$ cat src/rtl/sysctr_pkg.sv
package sysctr_pkg;
  localparam int unsigned OFF_CNT_LO = 32'h0000_0008;
  localparam int unsigned OFF_CNT_HI = 32'h0000_000C;
  localparam int unsigned OFF_CMP_LO = 32'h0001_0020;
  localparam int unsigned OFF_CMP_HI = 32'h0001_0024;
  localparam int unsigned OFF_CTRL   = 32'h0001_002C;
  localparam int unsigned BIT_EN     = 0;
  localparam int unsigned BIT_MASK   = 1;
  localparam int unsigned BIT_STAT   = 2;

  typedef struct packed {
    logic we_cmp_lo;
    logic we_cmp_hi;
    logic we_ctrl;
    logic rd_cnt_lo;
  } strobe_t;
endpackage

$ cat src/rtl/sysctr_counter.sv
module sysctr_counter #(
  parameter int unsigned CNT_W = 56,
  parameter logic [CNT_W-1:0] CNT_INIT = '0,
  localparam int unsigned HI_W = CNT_W - 32
) (
  input  logic             clk_i,
  input  logic             rst_ni,
  input  logic             tick_i,
  input  logic             snap_i,
  output logic [CNT_W-1:0] cnt_o,
  output logic [HI_W-1:0]  shadow_o
);
  logic [CNT_W-1:0] cnt_q;
  logic [HI_W-1:0]  shadow_q;

  always_ff @(posedge clk_i or negedge rst_ni) begin
    if (!rst_ni) begin
      cnt_q <= CNT_INIT;
    end else if (tick_i) begin
      cnt_q <= cnt_q + CNT_W'(1);
    end
  end

  // high half held at low-word read for tear-free access
  always_ff @(posedge clk_i or negedge rst_ni) begin
    if (!rst_ni) begin
      shadow_q <= '0;
    end else if (snap_i) begin
      shadow_q <= cnt_q[CNT_W-1:32];
    end
  end

  assign cnt_o    = cnt_q;
  assign shadow_o = shadow_q;
endmodule

$ cat src/rtl/sysctr_compare.sv
module sysctr_compare
  import sysctr_pkg::*;
#(
  parameter int unsigned CNT_W = 56,
  localparam int unsigned HI_W = CNT_W - 32
) (
  input  logic             clk_i,
  input  logic             rst_ni,
  input  logic [CNT_W-1:0] cnt_i,
  input  strobe_t          stb_i,
  input  logic [31:0]      wdata_i,
  output logic [CNT_W-1:0] cmp_o,
  output logic             en_o,
  output logic             mask_o,
  output logic             status_o
);
  logic [31:0]   lo_q;
  logic [HI_W-1:0] hi_q;
  logic en_q, mask_q, stat_q;
  logic en_d, hit;

  assign cmp_o = {hi_q, lo_q};
  assign hit   = (cnt_i >= cmp_o);
  assign en_d  = stb_i.we_ctrl ? wdata_i[BIT_EN] : en_q;

  always_ff @(posedge clk_i or negedge rst_ni) begin
    if (!rst_ni) begin
      lo_q   <= '0;
      hi_q   <= '0;
      en_q   <= 1'b0;
      mask_q <= 1'b0;
      stat_q <= 1'b0;
    end else begin
      if (stb_i.we_cmp_lo) lo_q <= wdata_i;
      if (stb_i.we_cmp_hi) hi_q <= wdata_i[HI_W-1:0];
      if (stb_i.we_ctrl)   mask_q <= wdata_i[BIT_MASK];
      en_q   <= en_d;
      // clearing enable is the only acknowledge and beats a same-cycle hit
      stat_q <= en_d & (stat_q | hit);
    end
  end

  assign en_o     = en_q;
  assign mask_o   = mask_q;
  assign status_o = stat_q;
endmodule

$ cat src/rtl/sysctr_regs.sv
module sysctr_regs
  import sysctr_pkg::*;
#(
  parameter int unsigned CNT_W  = 56,
  parameter int unsigned ADDR_W = 17,
  localparam int unsigned HI_W  = CNT_W - 32
) (
  input  logic [ADDR_W-1:0] addr_i,
  input  logic              wr_en_i,
  input  logic              rd_en_i,
  input  logic [CNT_W-1:0]  cnt_i,
  input  logic [HI_W-1:0]   shadow_i,
  input  logic [CNT_W-1:0]  cmp_i,
  input  logic              en_i,
  input  logic              mask_i,
  input  logic              status_i,
  output strobe_t           stb_o,
  output logic [31:0]       rdata_o
);
  logic sel_cnt_lo, sel_cnt_hi, sel_cmp_lo, sel_cmp_hi, sel_ctrl;

  assign sel_cnt_lo = (addr_i == ADDR_W'(OFF_CNT_LO));
  assign sel_cnt_hi = (addr_i == ADDR_W'(OFF_CNT_HI));
  assign sel_cmp_lo = (addr_i == ADDR_W'(OFF_CMP_LO));
  assign sel_cmp_hi = (addr_i == ADDR_W'(OFF_CMP_HI));
  assign sel_ctrl   = (addr_i == ADDR_W'(OFF_CTRL));

  always_comb begin
    stb_o.we_cmp_lo = wr_en_i & sel_cmp_lo;
    stb_o.we_cmp_hi = wr_en_i & sel_cmp_hi;
    stb_o.we_ctrl   = wr_en_i & sel_ctrl;
    stb_o.rd_cnt_lo = rd_en_i & sel_cnt_lo;
  end

  always_comb begin
    rdata_o = '0;
    if (sel_cnt_lo)      rdata_o = cnt_i[31:0];
    else if (sel_cnt_hi) rdata_o = 32'(shadow_i);
    else if (sel_cmp_lo) rdata_o = cmp_i[31:0];
    else if (sel_cmp_hi) rdata_o = 32'(cmp_i[CNT_W-1:32]);
    else if (sel_ctrl) begin
      rdata_o[BIT_EN]   = en_i;
      rdata_o[BIT_MASK] = mask_i;
      rdata_o[BIT_STAT] = status_i;
    end
  end
endmodule

$ cat src/rtl/sysctr_top.sv
module sysctr_top
  import sysctr_pkg::*;
#(
  parameter int unsigned CNT_W  = 56,
  parameter int unsigned ADDR_W = 17,
  parameter logic [CNT_W-1:0] CNT_INIT = '0,
  localparam int unsigned HI_W  = CNT_W - 32
) (
  input  logic              clk_i,
  input  logic              rst_ni,
  input  logic              tick_i,
  input  logic [ADDR_W-1:0] addr_i,
  input  logic              wr_en_i,
  input  logic              rd_en_i,
  input  logic [31:0]       wdata_i,
  output logic [31:0]       rdata_o,
  output logic              irq_o,
  output logic              status_o
);
  strobe_t          stb;
  logic [CNT_W-1:0] cnt_w, cmp_w;
  logic [HI_W-1:0]  shadow_w;
  logic             en_w, mask_w, stat_w;

  sysctr_counter #(.CNT_W(CNT_W), .CNT_INIT(CNT_INIT)) u_cnt (
    .clk_i, .rst_ni, .tick_i,
    .snap_i  (stb.rd_cnt_lo),
    .cnt_o   (cnt_w),
    .shadow_o(shadow_w)
  );

  sysctr_compare #(.CNT_W(CNT_W)) u_cmp (
    .clk_i, .rst_ni,
    .cnt_i   (cnt_w),
    .stb_i   (stb),
    .wdata_i,
    .cmp_o   (cmp_w),
    .en_o    (en_w),
    .mask_o  (mask_w),
    .status_o(stat_w)
  );

  sysctr_regs #(.CNT_W(CNT_W), .ADDR_W(ADDR_W)) u_regs (
    .addr_i, .wr_en_i, .rd_en_i,
    .cnt_i   (cnt_w),
    .shadow_i(shadow_w),
    .cmp_i   (cmp_w),
    .en_i    (en_w),
    .mask_i  (mask_w),
    .status_i(stat_w),
    .stb_o   (stb),
    .rdata_o
  );

  assign irq_o    = stat_w & ~mask_w;
  assign status_o = stat_w;
endmodule

$ cat config.mk
export PLATFORM = sky130hd
export DESIGN_NAME = sysctr_top
export DESIGN_NICKNAME = d
export VERILOG_FILES = /design/src/rtl/sysctr_pkg.sv /design/src/rtl/sysctr_counter.sv /design/src/rtl/sysctr_compare.sv /design/src/rtl/sysctr_regs.sv /design/src/rtl/sysctr_top.sv
export SDC_FILE = /design/constraint.sdc
export NUM_CORES = 1
export LEC_CHECK = 0
export BUFFER_PORTS_ARGS = -buffer_cell sky130_fd_sc_hd__clkbuf_2
export CAP_MARGIN = 10
export CORE_MARGIN = 10
export CORE_UTILIZATION = 50
export DETAILED_ROUTE_END_ITERATION = 7
export GPL_TIMING_DRIVEN = 0
export PLACE_DENSITY_LB_ADDON = 0.1
export SLEW_MARGIN = 20
export SYNTH_ARGS = -nofsm -noshare
export SYNTH_HDL_FRONTEND = slang
export SYNTH_SLANG_ARGS = --single-unit
$ cat constraint.sdc
create_clock -name clk_i -period 3.25 [get_ports clk_i]
set_input_delay 0.65 -clock clk_i [delete_from_list [all_inputs] [get_ports clk_i]]
set_output_delay 0.65 -clock clk_i [all_outputs]
set_load 0.005 [all_outputs]
==> metrics.md <==
| Metric | Value |
|---|---|
| Detail Placement HPWL | 16.0 mm |
| Final worst path period share | 0.996 |
| #FFs+latches synth | 139 |
| EDFF count, synth | 0 |
| WL/cell | approximately 20 um |
| Simple-Gate Fraction of Synth Area | 0.128 |
| Initial Util | 0.514 |
| Worst slew pin tran | 0.851 ns |
| Die area | 21,100 um^2 |
| Root Buffer | clkbuf_16 |
| Synth Instances | about 700 |
| Layout Nets | 948 |
| RSZ-0062 raised after global routing | true |
| Longest Clk Path Bufs | 2 |
| Post-synthesis cell type count | 53 |
| Post-Synth Adder-Cell Area | 0.0910 |
| Chip height | between 100 and 150 um |
| Largest family of logic cells by synthesized area | multiplexers |
| Compound-Gate Fraction of Synth Area | 0.0844 |
| Peak VDD IR | 0.438 mV |
| Layout Utilization | 0.615 |
| # port buffers | 87 |
| Initial DRC count | 393 |
| Largest net degree at the start of global routing | approximately 80 |
| Clk Latency, worst-skew pair | between 0.4 and 0.5 ns |
| Clk pin slew, worst setup/hold paths | 0.05 ns |
| Die X | 145 um |
| Crit. End Element | output port |
| CTS tree | yes |
| Fraction of layout cells with a size suffix above 1 | 0.265 |
| PwrDens | 446 nW/um^2 |
| Min Hold Slack | 0.194 ns |
| Initial antenna violation count | 0 |
| Critical-path maximum fanout | 10 |
| Crit path kind | in2out |
| Mapped Avg Cell Area | 10.9 um^2 |
| Setup-failing EPs final | 0 |
| Multiplexer area fraction after synthesis | 0.148 |
| Synth top area share | 0.444 |
| Startpoint types | input pin |
| ANT cells | 0 |
| First-pass GRT wire length | around 34 mm |
| Max-cap violations | 0 |
| Gr ovfl total | 0 |
| Total number of vias | 6,071 |
| P_leak | 0.00471 uW |
| Final min period | 3.24 ns |
| Synth area leader | dfrtp_1 |
| Async set or reset register ratio after synthesis | 1.00 |
| Highest Clock Rate | 309 MHz |
| Worst EP required | 2.60 ns |
| First-pass detailed-route iteration total | 5 |
| Area contributors post-synth | dfrtp_1, ha_1, mux2_2, xor2_1, mux2i_1 |
| YS warnings | 0 |
| GRT Resource Usage Total | 0.203 |
| Clock sink count | 139 |
| Vias in the first global route | about 6,300 |
| Skew final | around 0.011 ns |
| Post-route DRC | 0 |
| Area grow syn2layout | 19.7% |
| Antenna Nets Post-Route | 0 |
| Synthesized area | slightly below 8000 um^2 |
| Slew headroom | 0.433 |
| Top_reg_cell synth | dfrtp_1 |
| Global placer's final weighted congestion | 0.877 |
| Min-Delay Path Class | in2async |
| Final-report hold violation count | 0 |
| Status | finished, final reports clean |
| Fillers | 1,270 |
| Register area share after synthesis | 0.444 |
| Core area | 15,300 um^2 |
| Routed WL | 21.4 mm |
| Max-slew violations | 0 |
| Cts bufs inserted | 17 |
| H-tree levels | 4 |
| Syn nets | roughly 830 |
| Total power | 4180 uW |
| Cts hold-fix bufs | 0 |
| Setup TNS | 0 ns |
| IO Pins | 88 |
| FP Rows | 45 |
| Synth Area in XOR/XNOR | 0.0614 |
| Vias per cell | 5.73 |
| Worst Path Arrival | ~2.6 ns |
[through the flow]
step	instance area (um^2)	instances	setup slack [ns]
2_1_floorplan	7840	720	0.186
3_3_place_gp	8540	1018	-1.07
3_5_place_dp	8620	1022	-0.668
4_1_cts	9330	1059	0.0151
5_1_grt	9380	1060	-0.130
6_report	9380	1060	0.0122
[per-layer routing]
metal / wire length [um] / vias up / GRT usage
met2: 10200 / 168 / 0.328
met4: 582 / 0 / 0.0693
met5: 0 / - / 0
met1: 9380 / 3018 / 0.253
met3: 1160 / 39 / 0.0599
li1: - / 2846 / -
[cell usage after synthesis (all sizes together) (20+ instances only)]
cell type  instances
xnor2             24
nor2              32
ha                57
nand4             26
mux2              82
mux2i             24
xor2              31
dfrtp            139
nand2             46
inv               64
a21oi             26
nand3             20
[cells in the final DEF, fill, tap and decap left out, drive strengths merged, types with 3 or more instances in the layout]
master and count:
a221o 16, a22oi 5, bufinv 3, xnor2 24, a22o 8, nor2b 3, nor4 14, dfrtp 139
and3 8, mux2i 24, a221oi 9, a21o 4, inv 67, a21oi 26, nand3 20, nand2 46
mux2 82, nor3 18, clkbuf 114, ha 57, clkinv 7, and4 8, nand4 26, buf 20
nor2 32, o21ai 8, xor2 31
[cells by family after synthesis]
| group | Yosys count |
|---|---|
| AO/OA/AOI/OAI | 89 |
| XOR/XNOR | 55 |
| adder cells (fa/ha/maj) | 57 |
| buffers and inverters | 85 |
| flip-flops | 139 |
| multiplexers | 106 |
| AND/OR/NAND/NOR | 189 |
[cell type report]
cell class / count / area (um^2) / area share
Buffer: 21 / 145 / 0.0155
Clock buffer: 17 / 425 / 0.0453
Clock inverter: 14 / 170 / 0.0181
Inverter: 64 / 240 / 0.0256
Multi-Input combinational cell: 496 / 4110 / 0.438
Sequential cell: 139 / 3480 / 0.371
Tap cell: 211 / 264 / 0.0281
Timing Repair Buffer: 98 / 554 / 0.0591
[worst max-delay path, stage by stage]
cell and delay, ns:
clkbuf_2 0.10, nor4_2 0.31, nand4_1 0.15, buf_6 0.17
or4b_4 0.51, buf_6 0.15, buf_6 0.15, nor2_1 0.12
a221o_1 0.15, clkbuf_2 0.12
[flip-flops by register name, indices dropped and copies added (netlist names)]
register        flops
u_cmp.lo_q         32
u_cmp.status_o      1
u_cmp.mask_o        1
u_cmp.hi_q         24
u_cmp.en_o          1
u_cnt.cnt_o        56
u_cnt.shadow_o     24
[where the power goes]
part | leakage, uW | internal (uW) | switching [uW]
Combinational | 0.00251 | 158 | 182
Clock | 0.000294 | 1210 | 772
Sequential | 0.00191 | 1780 | 89.3
Total | 0.00471 | 3140 | 1040
[worst paths after layout]
check,from,to,slack (ns),cells after the start
hold / removal,rst_ni,u_cnt.cnt_o[8]$_DFFE_PN0P_,0.19,1
setup reg to reg,u_cnt.cnt_o[7]$_DFFE_PN0P_,u_cnt.cnt_o[39]$_DFFE_PN0P_,0.38,5
max in group asynchronous,rst_ni,u_cmp.lo_q[26]$_DFFE_PN0P_,2.29,2
setup / recovery,addr_i[15],rdata_o[23],0.01,10
hold reg to reg,u_cnt.shadow_o[20]$_DFFE_PN0P_,u_cnt.shadow_o[20]$_DFFE_PN0P_,0.49,1
min in group clk_i,wdata_i[30],u_cmp.lo_q[30]$_DFFE_PN0P_,0.45,2
[timing repair]
| item | 4_1_cts | 5_1_grt |
|---|---|---|
| setup buffers | 6 | 1 |
| pin swaps | 3 | 0 |
| setup endpoints to repair | 32 | 21 |
| gates resized for setup | 22 | 19 |
(Power assumes the default switching activity.)
